### config.mk
export PLATFORM = sky130hd
export DESIGN_NAME = ata_taskfile_regs
export DESIGN_NICKNAME = d
export VERILOG_FILES = /design/src/rtl/ata_tf_pkg.sv /design/src/rtl/ata_tf_decode.sv /design/src/rtl/ata_tf_irq.sv /design/src/rtl/ata_taskfile_regs.sv
export SDC_FILE = /design/constraint.sdc
export NUM_CORES = 1
export LEC_CHECK = 0
export ABC_AREA = 1
export BUFFER_PORTS_ARGS = -buffer_cell sky130_fd_sc_hd__clkbuf_2
export CAP_MARGIN = 25
export CORE_MARGIN = 1
export CORE_UTILIZATION = 46
export CTS_BUF_LIST = sky130_fd_sc_hd__clkbuf_2
export DETAILED_ROUTE_END_ITERATION = 6
export GPL_TIMING_DRIVEN = 0
export PLACE_DENSITY = 0.79
export SLEW_MARGIN = 10
export SYNTH_ARGS = -nofsm -noshare
export SYNTH_HDL_FRONTEND = slang
export SYNTH_SLANG_ARGS = --single-unit
### constraint.sdc
create_clock -name clk -period 1.2 [get_ports clk]
set_input_delay 0.24 -clock clk [delete_from_list [all_inputs] [get_ports clk]]
set_output_delay 0.24 -clock clk [all_outputs]
set_load 0.03 [all_outputs]
### src/rtl/ata_tf_pkg.sv
package ata_tf_pkg;
    localparam int TF_W    = 8;
    localparam int PIO_W   = 16;
    localparam int ADDR_W  = 4;
    localparam int NUM_TF  = 6;          // feature, count, lba0..2, device
    localparam int NUM_MAP = 9;          // mapped word addresses 0..8

    localparam int ADR_DATA = 0;
    localparam int ADR_FEAT = 1;
    localparam int ADR_CNT  = 2;
    localparam int ADR_DEV  = 6;
    localparam int ADR_CMD  = 7;
    localparam int ADR_ALT  = 8;

    localparam int BSY_BIT = 7;
    localparam int DRQ_BIT = 3;

    typedef struct packed {
        logic [NUM_TF-1:0][TF_W-1:0] tf;
        logic [PIO_W-1:0]            rdata;
        logic                        cmd_v;
        logic [TF_W-1:0]             cmd_b;
        logic                        ctl_v;
        logic [TF_W-1:0]             ctl_b;
        logic                        pio_rd;
        logic                        pio_wr;
        logic [PIO_W-1:0]            pio_wd;
    } tf_state_t;
endpackage

### src/rtl/ata_tf_decode.sv
module ata_tf_decode
    import ata_tf_pkg::*;
#(
    parameter int AW   = ADDR_W,
    parameter int NMAP = NUM_MAP
) (
    input  logic [AW-1:0]   addr,
    input  logic            wr,
    input  logic            rd,
    output logic [NMAP-1:0] wr_sel,
    output logic [NMAP-1:0] rd_sel
);
    for (genvar i = 0; i < NMAP; i++) begin : g_sel
        assign wr_sel[i] = wr && (addr == AW'(i));
        assign rd_sel[i] = rd && !wr && (addr == AW'(i));
    end

    always_comb begin
        assert ($onehot0(wr_sel) && $onehot0(rd_sel))
            else $error("assert_decode_onehot_R11");
    end
endmodule

### src/rtl/ata_tf_irq.sv
module ata_tf_irq (
    input  logic clk,
    input  logic rst_n,
    input  logic set_evt,
    input  logic clr_evt,
    output logic irq
);
    logic irq_d, irq_q;

    always_comb begin
        irq_d = irq_q;
        if (clr_evt) irq_d = 1'b0;
        if (set_evt) irq_d = 1'b1;      // a new event is never lost
    end

    always_ff @(posedge clk) begin
        if (!rst_n) irq_q <= 1'b0;
        else        irq_q <= irq_d;
    end

    assign irq = irq_q;

    assert_irq_set_R10: assert property (@(posedge clk) disable iff (!rst_n)
        set_evt |=> irq_q);
    assert_irq_hold_R10: assert property (@(posedge clk) disable iff (!rst_n)
        (irq_q && !clr_evt) |=> irq_q);
endmodule

### src/rtl/ata_taskfile_regs.sv
module ata_taskfile_regs
    import ata_tf_pkg::*;
#(
    parameter int AW = ADDR_W,
    parameter int DW = PIO_W
) (
    input  logic          clk,
    input  logic          rst_n,
    input  logic [AW-1:0] host_addr,
    input  logic          host_wr,
    input  logic          host_rd,
    input  logic [DW-1:0] host_wdata,
    output logic [DW-1:0] host_rdata,
    input  logic [7:0]    dev_status,
    input  logic [7:0]    dev_error,
    input  logic          dev_irq_pulse,
    input  logic [DW-1:0] data_rdata,
    output logic          irq,
    output logic [7:0]    tf_feature,
    output logic [7:0]    tf_count,
    output logic [23:0]   tf_lba,
    output logic [7:0]    tf_device,
    output logic          cmd_valid,
    output logic [7:0]    cmd_byte,
    output logic          ctrl_valid,
    output logic [7:0]    ctrl_byte,
    output logic          pio_wr,
    output logic          pio_rd,
    output logic [DW-1:0] pio_wdata
);
    localparam int TB = TF_W;

    logic [NUM_MAP-1:0] wr_sel, rd_sel;
    logic               writable;
    logic               irq_clr;
    tf_state_t          st_d, st_q;

    ata_tf_decode #(.AW(AW), .NMAP(NUM_MAP)) u_decode (
        .addr  (host_addr),
        .wr    (host_wr),
        .rd    (host_rd),
        .wr_sel(wr_sel),
        .rd_sel(rd_sel)
    );

    assign writable = !dev_status[BSY_BIT] && !dev_status[DRQ_BIT];
    assign irq_clr  = rd_sel[ADR_CMD] || (wr_sel[ADR_CMD] && writable);

    ata_tf_irq u_irq (
        .clk    (clk),
        .rst_n  (rst_n),
        .set_evt(dev_irq_pulse),
        .clr_evt(irq_clr),
        .irq    (irq)
    );

    always_comb begin
        st_d        = st_q;
        st_d.rdata  = '0;
        st_d.cmd_v  = 1'b0;
        st_d.ctl_v  = 1'b0;
        st_d.pio_rd = 1'b0;
        st_d.pio_wr = 1'b0;

        // parameter registers live at addresses 1..6
        for (int i = 0; i < NUM_TF; i++) begin
            if (wr_sel[i+ADR_FEAT] && writable) st_d.tf[i] = host_wdata[TB-1:0];
        end

        if (wr_sel[ADR_CMD] && writable) begin
            st_d.cmd_v = 1'b1;
            st_d.cmd_b = host_wdata[TB-1:0];
        end
        if (wr_sel[ADR_ALT]) begin
            st_d.ctl_v = 1'b1;
            st_d.ctl_b = host_wdata[TB-1:0];
        end
        if (wr_sel[ADR_DATA]) begin
            st_d.pio_wr = 1'b1;
            st_d.pio_wd = host_wdata;
        end

        if (rd_sel[ADR_DATA]) begin
            st_d.rdata  = data_rdata;
            st_d.pio_rd = 1'b1;
        end
        if (rd_sel[ADR_FEAT]) st_d.rdata = DW'(dev_error);
        for (int i = ADR_CNT; i <= ADR_DEV; i++) begin
            if (rd_sel[i]) st_d.rdata = DW'(st_q.tf[i-ADR_FEAT]);
        end
        if (rd_sel[ADR_CMD] || rd_sel[ADR_ALT]) st_d.rdata = DW'(dev_status);
    end

    always_ff @(posedge clk) begin
        if (!rst_n) st_q <= '0;
        else        st_q <= st_d;
    end

    assign host_rdata = st_q.rdata;
    assign tf_feature = st_q.tf[0];
    assign tf_count   = st_q.tf[1];
    assign tf_lba     = {st_q.tf[4], st_q.tf[3], st_q.tf[2]};
    assign tf_device  = st_q.tf[5];
    assign cmd_valid  = st_q.cmd_v;
    assign cmd_byte   = st_q.cmd_b;
    assign ctrl_valid = st_q.ctl_v;
    assign ctrl_byte  = st_q.ctl_b;
    assign pio_wr     = st_q.pio_wr;
    assign pio_rd     = st_q.pio_rd;
    assign pio_wdata  = st_q.pio_wd;

    assert_cmd_gated_R4: assert property (@(posedge clk) disable iff (!rst_n)
        (host_wr && host_addr == AW'(ADR_CMD) && (dev_status[BSY_BIT] || dev_status[DRQ_BIT]))
        |=> !cmd_valid);
    assert_hold_busy_R3: assert property (@(posedge clk) disable iff (!rst_n)
        (dev_status[BSY_BIT] || dev_status[DRQ_BIT])
        |=> ($stable(tf_count) && $stable(tf_lba) && $stable(tf_device) && $stable(tf_feature)));
    assert_alt_keeps_irq_R6: assert property (@(posedge clk) disable iff (!rst_n)
        (host_rd && !host_wr && host_addr == AW'(ADR_ALT) && irq) |=> irq);
    assert_status_clear_R5: assert property (@(posedge clk) disable iff (!rst_n)
        (host_rd && !host_wr && host_addr == AW'(ADR_CMD) && !dev_irq_pulse) |=> !irq);
    assert_strobe_onehot_R9: assert property (@(posedge clk) disable iff (!rst_n)
        $onehot0({cmd_valid, ctrl_valid, pio_rd, pio_wr}));
    assert_unmapped_zero_R11: assert property (@(posedge clk) disable iff (!rst_n)
        (host_rd && !host_wr && host_addr >= AW'(NUM_MAP)) |=> host_rdata == '0);
endmodule

After elaboration in Yosys (flattened, before gate mapping)
Index checks and enable logic that the tools add are counted.
{"block": "op_classes", "n_eq_ne": 8, "mux": 14, "bitwise": 2, "reduce_logical": 35}
{"operator": "2-to-1 mux 8 bit", "count": 8}
{"operator": "logical AND 1 bit", "count": 27}
{"operator": "2-to-1 mux 9 bit", "count": 2}
{"operator": "2-to-1 mux 17 bit", "count": 1}
{"operator": "equality test 4 x 3 -> 1 bit (second input constant)", "count": 4}
{"operator": "OR reduction 9 bit", "count": 1}
{"operator": "equality test 4 x 2 -> 1 bit (second input constant)", "count": 2}
{"operator": "equality test 4 x 1 -> 1 bit (second input constant)", "count": 1}
{"operator": "equality test 4 bit (second input constant)", "count": 1}
{"operator": "zero test 4 bit", "count": 1}
{"operator": "zero test 1 bit", "count": 3}
{"operator": "2-to-1 mux 1 bit", "count": 3}
{"operator": "logical OR 1 bit", "count": 2}
{"operator": "inverter 1 bit", "count": 2}
{"operator": "nonzero test 2 bit", "count": 1}
{"block": "totals", "reg_bits": 101, "in_bits": 57, "elab_cells": 75}

Depth between registers and ports, before layout
{"block": "depth", "word_depth": 11, "depth_mapped": 11, "mapped_depth_nobuf": 11}

Modules after synthesis
From an unflattened synthesis, not the netlist that was laid out.
{"block": "unflattened", "hier_cells": 584, "hier_area_um2": 4100.2}
{"mod": "ata_taskfile_regs", "n_inst": 1, "cells_each": 537, "area_each_um2": 3890.0, "seq_area_each_um2": 2001.9}
{"mod": "ata_tf_decode", "n_inst": 1, "cells_each": 41, "area_each_um2": 166.4, "seq_area_each_um2": 0.0}
{"mod": "ata_tf_irq", "n_inst": 1, "cells_each": 6, "area_each_um2": 43.8, "seq_area_each_um2": 20.0}

Least setup slack after synthesis
Ideal clock, no wire load.
{"block": "synth_path", "path_kind": "input -> register", "from": "input port host_addr[1]", "to": "register st_q, in the netlist ctrl_byte[6]", "t_arrival_ns": 1.089, "required_time_ns": 1.081, "path_slack_ns": -0.009, "cell_stages": 6, "cell_sequence": "nor2_1 buf_4 nand3_1 buf_2 o21ai_0 a21oi_1"}
{"block": "synth_via", "elab_chain_len": 2}
{"element": "start: declaration", "line_no": "ata_taskfile_regs.sv:9", "text": "input logic [AW-1:0] host_addr,"}
{"element": "equality test 4 bit", "line_no": "ata_tf_decode.sv:14", "text": "assign wr_sel[i] = wr && (addr == AW'(i));"}
{"element": "logical AND 1 bit", "line_no": "ata_tf_decode.sv:14"}
{"element": "end signal: assignment", "line_no": "ata_taskfile_regs.sv:96", "text": "else st_q <= st_d;"}
{"element": "end: declaration", "line_no": "ata_taskfile_regs.sv:36", "text": "tf_state_t st_d, st_q;"}
Every way passes these cells.
A chain may end at the register's enable or synchronous reset.

Worst setup path after layout
{"block": "layout_path", "from": "register st_q, in the netlist tf_count[6]", "to": "output port tf_count[6]"}
{"element": "end: declaration", "line_no": "ata_taskfile_regs.sv:20", "text": "output logic [7:0] tf_count,"}
No word-level cell between the ends.

==> summary.md <==
| Metric | Value |
|---|---|
| Status | `finished with violations` |
| Failing checks | `design-rule violations, negative setup slack` |
| Total GRT Usage | `approximately a third` |
| Synth Area per Inst | `just over 7 sq um` |
| Area leader, netlist | `dfxtp_1` |
| Share of the synthesized area in the top cell type | `49.0%` |
| Most frequent cell after synthesis | `nor2_1` |
| Drt drc | `2` |
| Max clock buf depth | `2` |
| Clock Pin Slew Worst Setup and Hold Paths | `~0.31 ns` |
| Seq/Total Area, Yosys | `between 40% and 50%` |
| Pwr Density | `roughly 840 mW/mm^2` |
| First-pass GRT wire length | `about 25 mm` |
| CP arrival | `roughly 1.2 ns` |
| Max-Cap Viols | `0` |
| Filler cells | `roughly 490` |
| Placed Cells incl. Taps | `830` |
| Crit-path leading delay family | `flip-flops` |
| Gate Count Post-Synth | `approximately 570` |
| Buf/Inv on CP | `1` |
| Final setup fails | `approximately 110` |
| Drt pass-1 iters | `7` |
| Vias in the first global route | `4963` |
| GP Congestion | `0.926` |
| Post-DP HPWL | `around 9.3 mm` |
| Antenna viol nets, final | `0` |
| Syn-to-layout area delta | `64.7%` |
| Initial core utilization | `between 40 and 50%` |
| Yosys warns | `0` |
| Final setup TNS | `-15.04 ns` |
| Number of synthesized flops with an enable pin | `0` |
| Slowest cell on the critical path | `dfxtp_2` |
| Fin. Hold Viols | `0` |
| Final Max Slew Viols | `0` |
| Overall Power | `between 5 and 6 mW` |
| Synth Cell Area | `around 0.0041 sq mm` |
| Synth top area cells | `dfxtp_1 49%, nor2_1 11%, o21ai_0 10%, inv_1 7.2%, a21oi_1 5.7%` |
| Hold slack | `0.100 ns` |
| Via/cell ratio | `~5.8` |
| Post-synth ARST share | `0%` |
| HP Class | `in2reg` |
| FF+latch count, synth | `between 100 and 150` |
| CTS root buf | `clkbuf_2` |
| Worst-margin pin slew | `between 0.6 and 0.7 ns` |
| Non-filler cells, final | `between 900 and 1000` |
| PortBufs | `148` |
| Kind of critical path | `reg2out` |
| Core area | `0.00872 sq mm` |
| Static Leak | `~3.1 nW` |
| Placement Cell Area | `approximately 0.005 sq mm` |
| Syn Nets | `631` |
| Die Span Y | `roughly 97 um` |
| Maximum VDD drop | `0.650 mV` |
| Crit. End Element | `primary output` |
| CTS tree | `done` |
| RSZ-0062 raised after global routing | `yes` |
| Depth of the CTS H-tree | `3` |
| Post-synthesis cell type count | `21` |
| Synth cell count leaders | `121 x nor2_1, 101 x dfxtp_1, 86 x o21ai_0` |
| Setup crit start kind | `flip-flop` |
| Period utilization | `119%` |
| Final Util | `78.0%` |
| Share of layout cells above drive strength 1 | `43.1%` |
| Largest net degree at the start of global routing | `17` |
| F_max | `about 700 MHz` |
| Final wirelength | `approximately 17 mm` |
| Final worst slack | `-0.230 ns` |
| CP cell instances | `buf_8` |
| Row cnt | `34` |
| Full die area | `0.00936 sq mm` |
| Pre-CTS setup slack | `-0.431 ns` |
| Iter 0 DRT Violations | `roughly 730` |
| Post-synth top flop | `dfxtp_1` |
| Initial antenna violation count | `2` |
| Final min period | `approximately 1.4 ns` |
| Routed length per instance | `approximately 19 um` |
| WP data required | `about 0.96 ns` |
| Chip width | `96.7 um` |
| Final nets | `between 800 and 900` |
| Clk Latency, worst-skew pair | `0.58 ns` |
| Clock Skews | `0.0359 ns` |
| Slowest Stage Delay on Critical Path | `~0.45 ns` |
| Io pins | `~160` |
| CTS Buf Count | `9` |
| Clock Sinks | `between 100 and 150` |
| Total congestion overflow | `0` |
| Design Area, Final | `between 0.006 and 0.007 sq mm` |
| Rel. slew slack | `a little over half` |
| Vias | `between 5000 and 6000` |
| Crit-path max FO | `2` |
worst paths after layout:
| kind | cells after the start | startpoint | slack, ns | end |
|---|---|---|---|---|
| hold reg to reg | 2 | pio_wdata[15] | 0.48 | pio_wdata[15] |
| setup reg to reg | 7 | tf_count[0] | -0.03 | host_rdata[0] |
| setup / recovery | 1 | tf_count[6] | -0.23 | tf_count[6] |
| hold / removal | 3 | host_wdata[7] | 0.10 | tf_device[7] |
final cells by class:
class	instances	area, sq um	share of cell area (%)
tap	108	135	1.99
sequential	101	2150	31.7
timing repair buffer	204	2240	32.9
multi-input combinational	355	1720	25.3
clock buffer	11	55.1	0.809
antenna	2	5.00	0.0736
buffer	28	119	1.75
clock inverter	5	37.5	0.552
inverter	90	338	4.97
timing repair:
action	CTS	global route
hold endpoints to repair	23	1
endpoints found under the setup margin	101	106
hold buffers	23	1
pin swaps	0	12
resized for setup	299	122
setup buffers	23	10
layout by cell type (no fill, tap or decap), types with 11 or more instances in the layout:
| cell type | n |
|---|---|
| nor2_1 | 116 |
| buf_8 | 101 |
| dfxtp_2 | 99 |
| o21ai_0 | 86 |
| inv_1 | 79 |
| clkbuf_2 | 58 |
| a21oi_1 | 47 |
| nand2_1 | 44 |
| buf_4 | 33 |
| dlygate4sd3_1 | 24 |
| nand3_1 | 18 |
| clkbuf_1 | 15 |
| nand4_1 | 13 |
| inv_2 | 11 |
layer usage:
metal | routed length, um | GRT usage (%)
met3 | 1800 | 7.88
met2 | 8220 | 55.0
met1 | 6160 | 38.8
met4 | 1320 | 22.6
met5 | 0 | 0
cell families after synthesis:
logic type,count (synthesis),synth area share (%)
AOI/OAI and AO/OA,138,17.1
buffers and inverters,118,11.0
DFF,101,49.0
and+or+nand+nor,217,23.0
flip-flops by register name, summed over array words and instances (netlist names):
name and count:
pio_rd 1, ctrl_valid 1, host_rdata 16, tf_lba 24, ctrl_byte 8, cmd_valid 1
pio_wr 1, tf_feature 8, tf_device 8, pio_wdata 16, u_irq.irq 1, tf_count 8
cmd_byte 8
worst min-delay path: cells and delay by family:
family | cells | cell delay (ns)
simple gates | 2 | 0.21
buf+inv | 1 | 0.24
power by group:
part,internal (mW),switching [mW],total [mW],leakage (nW)
sequential,3.41,0.0392,3.44,0.867
clock,0.293,1.20,1.50,0.0581
combinational,0.310,0.470,0.780,2.14
total,4.01,1.71,5.72,3.07
No activity file was read; power rests on OpenSTA's default activity.
